==> config.mk <==
export PLATFORM = sky130hd
export DESIGN_NAME = isf_field
export DESIGN_NICKNAME = d
export VERILOG_FILES = /design/src/rtl/isf_pkg.sv /design/src/rtl/isf_edge.sv /design/src/rtl/isf_store.sv /design/src/rtl/isf_select.sv /design/src/rtl/isf_field.sv
export SDC_FILE = /design/constraint.sdc
export NUM_CORES = 1
export LEC_CHECK = 0
export BUFFER_PORTS_ARGS = -buffer_cell sky130_fd_sc_hd__buf_4
export CAP_MARGIN = 25
export CORE_AREA = 2 2 39 41
export CTS_CLUSTER_SIZE = 14
export DETAILED_ROUTE_END_ITERATION = 12
export DIE_AREA = 0 0 41 43
export PLACE_DENSITY = 0.68
export SYNTH_ARGS = -nofsm -noshare
export SYNTH_HDL_FRONTEND = slang
export SYNTH_SLANG_ARGS = --single-unit
==> constraint.sdc <==
create_clock -name clk -period 2.5 [get_ports clk]
set_input_delay 0 -clock clk [delete_from_list [all_inputs] [get_ports clk]]
set_output_delay 0 -clock clk [all_outputs]
set_load 0.02 [all_outputs]
==> src/rtl/isf_pkg.sv <==
// Package isf_pkg
// Shared encodings for the interrupt status field: how the event input is
// sensed and how the sensed event is stored.
package isf_pkg;

    // Event sensing choice
    typedef enum logic [1:0] {
        DET_LEVEL = 2'd0,
        DET_RISE  = 2'd1,
        DET_FALL  = 2'd2,
        DET_BOTH  = 2'd3
    } det_e;

    // Storage choice
    typedef enum logic [1:0] {
        ST_PULSE = 2'd0,  // no latching
        ST_BITS  = 2'd1,  // each bit latches on its own
        ST_WORD  = 2'd2   // whole value captured once
    } store_e;

endpackage

==> src/rtl/isf_edge.sv <==
// Module isf_edge
// Turns an event vector into per-bit edge events (rising, falling or any).
// Assumes DETECT is one of the edge choices; level sensing bypasses this block.
// The previous-sample register resets to zero. An arm flag holds events off
// for the first cycle after reset, so an input already high then is not an edge.
module isf_edge
    import isf_pkg::*;
#(
    parameter int   WIDTH  = 8,
    parameter det_e DETECT = DET_RISE
) (
    input  logic             clk,
    input  logic             rst_n,
    input  logic [WIDTH-1:0] evt_in,
    output logic [WIDTH-1:0] edge_ev
);

    logic [WIDTH-1:0] prev_q;
    logic             armed_q;
    logic [WIDTH-1:0] raw_ev;

    // Keep last cycle's input and note that one sample has been taken
    always_ff @(posedge clk) begin
        if (!rst_n) begin
            prev_q  <= '0;
            armed_q <= 1'b0;
        end else begin
            prev_q  <= evt_in;
            armed_q <= 1'b1;
        end
    end

    // Pick the edge equation chosen by the parameter
    generate
        if (DETECT == DET_RISE) begin : g_rise
            assign raw_ev = ~prev_q & evt_in;
        end else if (DETECT == DET_FALL) begin : g_fall
            assign raw_ev = prev_q & ~evt_in;
        end else if (DETECT == DET_BOTH) begin : g_both
            assign raw_ev = prev_q ^ evt_in;
        end else begin : g_bad
            $error("isf_edge: DETECT must select an edge mode");
            assign raw_ev = prev_q & evt_in;
        end
    endgenerate

    // Hold events off until the first post-reset sample exists
    always_comb begin
        edge_ev = raw_ev & {WIDTH{armed_q}};
    end

    // No event may come out in the first cycle after reset
    AST_QUIET_AFTER_RESET: assert property (@(posedge clk) disable iff (!rst_n)
        $rose(armed_q) |-> $past(edge_ev) == '0) else $error("AST_QUIET_AFTER_RESET");

endmodule

==> src/rtl/isf_store.sv <==
// Module isf_store
// Holds the status field. Applies the storage rule chosen by STORE, then the
// software clear, which always wins over a set in the same cycle.
// A one-bit field in whole-value mode is built as per-bit sticky.
module isf_store
    import isf_pkg::*;
#(
    parameter int     WIDTH = 8,
    parameter store_e STORE = ST_BITS
) (
    input  logic             clk,
    input  logic             rst_n,
    input  logic [WIDTH-1:0] ev,
    input  logic             clr_we,
    input  logic [WIDTH-1:0] clr_data,
    output logic [WIDTH-1:0] status
);

    localparam store_e EFF_STORE = (STORE == ST_WORD && WIDTH == 1) ? ST_BITS : STORE;

    logic [WIDTH-1:0] set_val;
    logic [WIDTH-1:0] clr_mask;

    // Clear pattern only counts while the strobe is high
    always_comb begin
        clr_mask = clr_we ? clr_data : '0;
    end

    // Value before clearing, per storage rule
    generate
        if (EFF_STORE == ST_PULSE) begin : g_pulse
            assign set_val = ev;
        end else if (EFF_STORE == ST_BITS) begin : g_bits
            assign set_val = status | ev;

            // A set bit survives any cycle without a clear
            AST_BITS_HOLD: assert property (@(posedge clk) disable iff (!rst_n)
                !clr_we |=> (status & $past(status)) == $past(status))
                else $error("AST_BITS_HOLD");
        end else begin : g_word
            logic empty;
            assign empty   = (status == '0);
            assign set_val = (empty && ev != '0) ? ev : status;

            // A captured value does not move until software clears
            AST_WORD_FROZEN: assert property (@(posedge clk) disable iff (!rst_n)
                (status != '0 && !clr_we) |=> $stable(status))
                else $error("AST_WORD_FROZEN");
        end
    endgenerate

    // Status register: reset, then rule result with clears applied last
    always_ff @(posedge clk) begin
        if (!rst_n) begin
            status <= '0;
        end else begin
            status <= set_val & ~clr_mask;
        end
    end

    // A cleared bit reads zero in the following cycle
    AST_CLEAR_WINS: assert property (@(posedge clk) disable iff (!rst_n)
        clr_we |=> (status & $past(clr_data)) == '0) else $error("AST_CLEAR_WINS");

endmodule

==> src/rtl/isf_select.sv <==
// Module isf_select
// Reduces the status field to one output bit through a selection vector.
// AS_MASK=0: a 1 in sel passes the bit. AS_MASK=1: a 1 in sel blocks it.
module isf_select #(
    parameter int WIDTH   = 8,
    parameter bit AS_MASK = 1'b0
) (
    input  logic [WIDTH-1:0] status,
    input  logic [WIDTH-1:0] sel,
    output logic             hit
);

    logic [WIDTH-1:0] pass;

    // Turn the selection into a pass vector by polarity
    generate
        if (AS_MASK) begin : g_mask
            assign pass = ~sel;
        end else begin : g_enable
            assign pass = sel;
        end
    endgenerate

    // OR of all passed status bits
    always_comb begin
        hit = |(status & pass);
    end

endmodule

==> src/rtl/isf_field.sv <==
// Module isf_field
// Top of the interrupt status field: sensing, storage and two output selections.
// Assumes evt_in is already synchronous to clk.
// Whole-value storage combined with edge sensing is rejected at elaboration.
module isf_field
    import isf_pkg::*;
#(
    parameter int     WIDTH            = 8,
    parameter det_e   DETECT           = DET_LEVEL,
    parameter store_e STORE            = ST_BITS,
    parameter bit     IRQ_SEL_IS_MASK  = 1'b0,
    parameter bit     HALT_SEL_IS_MASK = 1'b1
) (
    input  logic             clk,
    input  logic             rst_n,
    input  logic [WIDTH-1:0] evt_in,
    input  logic             clr_we,
    input  logic [WIDTH-1:0] clr_data,
    input  logic [WIDTH-1:0] irq_sel,
    input  logic [WIDTH-1:0] halt_sel,
    output logic [WIDTH-1:0] status,
    output logic             irq,
    output logic             halt
);

    localparam bit IS_EDGE = (DETECT != DET_LEVEL);

    logic [WIDTH-1:0] ev;

    // Sensing path: direct for level, edge block otherwise
    generate
        if (IS_EDGE && STORE == ST_WORD && WIDTH > 1) begin : g_reject
            $error("isf_field: whole-value storage cannot use edge sensing");
        end
        if (IS_EDGE) begin : g_edge
            isf_edge #(
                .WIDTH  (WIDTH),
                .DETECT (DETECT)
            ) i_edge (
                .clk     (clk),
                .rst_n   (rst_n),
                .evt_in  (evt_in),
                .edge_ev (ev)
            );
        end else begin : g_level
            assign ev = evt_in;
        end
    endgenerate

    isf_store #(
        .WIDTH (WIDTH),
        .STORE (STORE)
    ) i_store (
        .clk      (clk),
        .rst_n    (rst_n),
        .ev       (ev),
        .clr_we   (clr_we),
        .clr_data (clr_data),
        .status   (status)
    );

    isf_select #(
        .WIDTH   (WIDTH),
        .AS_MASK (IRQ_SEL_IS_MASK)
    ) i_irq_sel (
        .status (status),
        .sel    (irq_sel),
        .hit    (irq)
    );

    isf_select #(
        .WIDTH   (WIDTH),
        .AS_MASK (HALT_SEL_IS_MASK)
    ) i_halt_sel (
        .status (status),
        .sel    (halt_sel),
        .hit    (halt)
    );

    // Mode-specific checks on the stored field
    generate
        if (DETECT == DET_LEVEL && STORE == ST_PULSE) begin : g_chk_level
            AST_LEVEL_FOLLOWS: assert property (@(posedge clk) disable iff (!rst_n)
                !clr_we |=> status == $past(evt_in)) else $error("AST_LEVEL_FOLLOWS");
        end
        if ((DETECT == DET_RISE || DETECT == DET_FALL) && STORE == ST_PULSE) begin : g_chk_pulse
            AST_PULSE_ONE_CYCLE: assert property (@(posedge clk) disable iff (!rst_n)
                (status != '0) |=> (status & $past(status)) == '0)
                else $error("AST_PULSE_ONE_CYCLE");
        end
    endgenerate

    // An empty field can drive neither output
    AST_IDLE_OUTPUTS: assert property (@(posedge clk) disable iff (!rst_n)
        (status == '0) |-> (!irq && !halt)) else $error("AST_IDLE_OUTPUTS");

endmodule

==> impl_metrics.ini <==
[drt]
firstDrtPassIters = 3
vias = 546
routed_wl_um = 1320
wire_per_inst_um = 11.2
drc = 0
ant_nets = 0
post_drt_via_cell_ratio = 4.63
drt_iter0_markers = 6

[power]
pwr_density_cell_mw_per_mm2 = 431
leakage_nw = 0.427
peakVddDrop_v = 0.000282

[setup_path]
critPathKind = reg -> out
crit_fanout = 4
crit_required_ns = 2.50
critPathCaptureType = output pin
startpoint_type = register
worstPathArrival_ns = 1.40

[final_layout]
final_nets = 139
antenna_cells = 0
syn_to_final_growth_pct = 144
final_cell_mix = buf_4 (44), dlygate4sd3_1 (13), inv_1 (8), dfxtp_1 (8)
largest_reg_flops = 8
drive_gt1_share_pct = 46.1
largestRegisters = i_store.status (8)
regMostFlops = i_store.status
final_common_cell = buf_4

[sta]
rsz0062_at_grt = false
slew_violations = 0
tightest_slew_ns = 0.175
setup_viol = 0
fin_ws_ns = 1.10
setup_tns_ns = 0
timing.fmax_mhz = 716
fin_crit_sh_pct = 55.9
fin_skew_ns = 0
hold_viol = 0
max_slew_margin_pct = 88.2
period_needed_ns = 1.40

[die]
die_area_mm2 = 0.00176
core-area_mm2 = 0.00138
die_y_um = 43
num_rows = 14
die_x_um = 41
io_pins = 45
start_util_pct = 25.0

[run]
drv_cap = 0

[yosys]
synth.distinct_cells = 11
synth.avg_cell_area_um2 = 8.06
synth-compound-area-share_pct = 39.0
synthAdderAreaFrac_pct = 0
netlist_area_um2 = 347
yosysWarnings = 0
syn_nets = 78
synth_top_family_by_area = compound AO/OA/AOI/OAI gates
seq_area_frac_synth_pct = 46.2
synth-simple-area-share_pct = 5.05
ys_ff_latch = 8
postSynthCellCount = 43
synthMuxAreaShare_pct = 0
synth_xor_area_share_pct = 0

[clock_network]
cts_resized = 0
clock-sinks = 8
insertion_delay_ns = 0.25
cts_tree = done
clockBufferDepth = 2
h-tree-depth = 1
ctsRootBufferMaster = clkbuf_4
cts_buffers = 3
post-cts-setup-buffers = 0
postCtsHoldBufs = 13
clkTransAtPathRegs_ns = 0.06

[grt]
grt_pass1_vias = 529
grt_overflow_total = 0
grt_max_degree = 9
grt_pass1_wl_um = 2090
antenna_found_initial = 0
grt_use_total_pct = 17.2

[status]
status = complete, no violations

[placed_design]
hpwl_um = 1000
portBuffers = 44
place_congestion = 0.675
place_ws_ns = 1.37

[min_path]
hold_path_class = in -> reg
critical path: stages, from the launching register on:
cell and delay (ns):
dfxtp_1 0.33, inv_1 0.05, o22ai_1 0.07, or4_1 0.52, buf_4 0.17
report_power, final:
group / leakage (nW) / switching (mW) / internal [mW]
clock network: 0.0138 / 0.0417 / 0.0548
registers: 0.0665 / 0.00903 / 0.137
logic: 0.347 / 0.0459 / 0.0764
total: 0.427 / 0.0966 / 0.268
through the flow:
stage          instances  instance area (um2)  power, mW  hold WS [ns]  util, %
2_1_floorplan         43                  347      0.185        0.0935        -
3_3_place_gp         102                  693      0.252         0.178     50.1
3_5_place_dp         102                  693      0.253         0.181     50.1
4_1_cts              118                  846      0.370       0.00186     61.1
5_1_grt              118                  846      0.386        0.0106     61.1
6_report             118                  846      0.365       0.00864     61.1
cells in the mapped netlist:
cell type | instances | share of area [%]
dfxtp_1 | 8 | 46
inv_1 | 8 | 8.7
a21oi_1 | 7 | 10
o21ai_0 | 7 | 10
a22oi_1 | 4 | 8.7
o22ai_1 | 4 | 7.2
clkbuf_1 | 1 | 1.1
nand2_1 | 1 | 1.1
nand4_1 | 1 | 1.8
o211a_1 | 1 | 2.9
or4_1 | 1 | 2.2
kinds of logic after synthesis:
family                 count (synthesis)
buffers and inverters                  9
AND/OR/NAND/NOR                        3
AO/OA/AOI/OAI                         23
flip-flops                             8
final cells by class:
cell class,count,area (um2)
flip-flops and latches,8,160
repair buffers,57,460
well taps,16,20.0
fillers,144,538
clock buffers,3,22.5
multi-input cells,26,153
inverters,8,30.0
worst paths after layout:
path / from / endpoint / slack (ns) / depth (start not counted)
min: clr_we / i_store.status[1] / 0.009 / 2
max: i_store.status[6] / halt / 1.10 / 4
max reg2reg: i_store.status[0] / i_store.status[0] / 1.26 / 3
min reg2reg: i_store.status[4] / i_store.status[4] / 0.56 / 2
per-layer routing:
metal	GRT usage, %	vias up	wire [um]
met2	27.5	24	697
li1	-	276	-
met1	20.6	246	503
met5	0	-	0
met3	5.24	0	120
met4	6.00	0	0
Note: power is estimated with default switching activity, not from simulation.
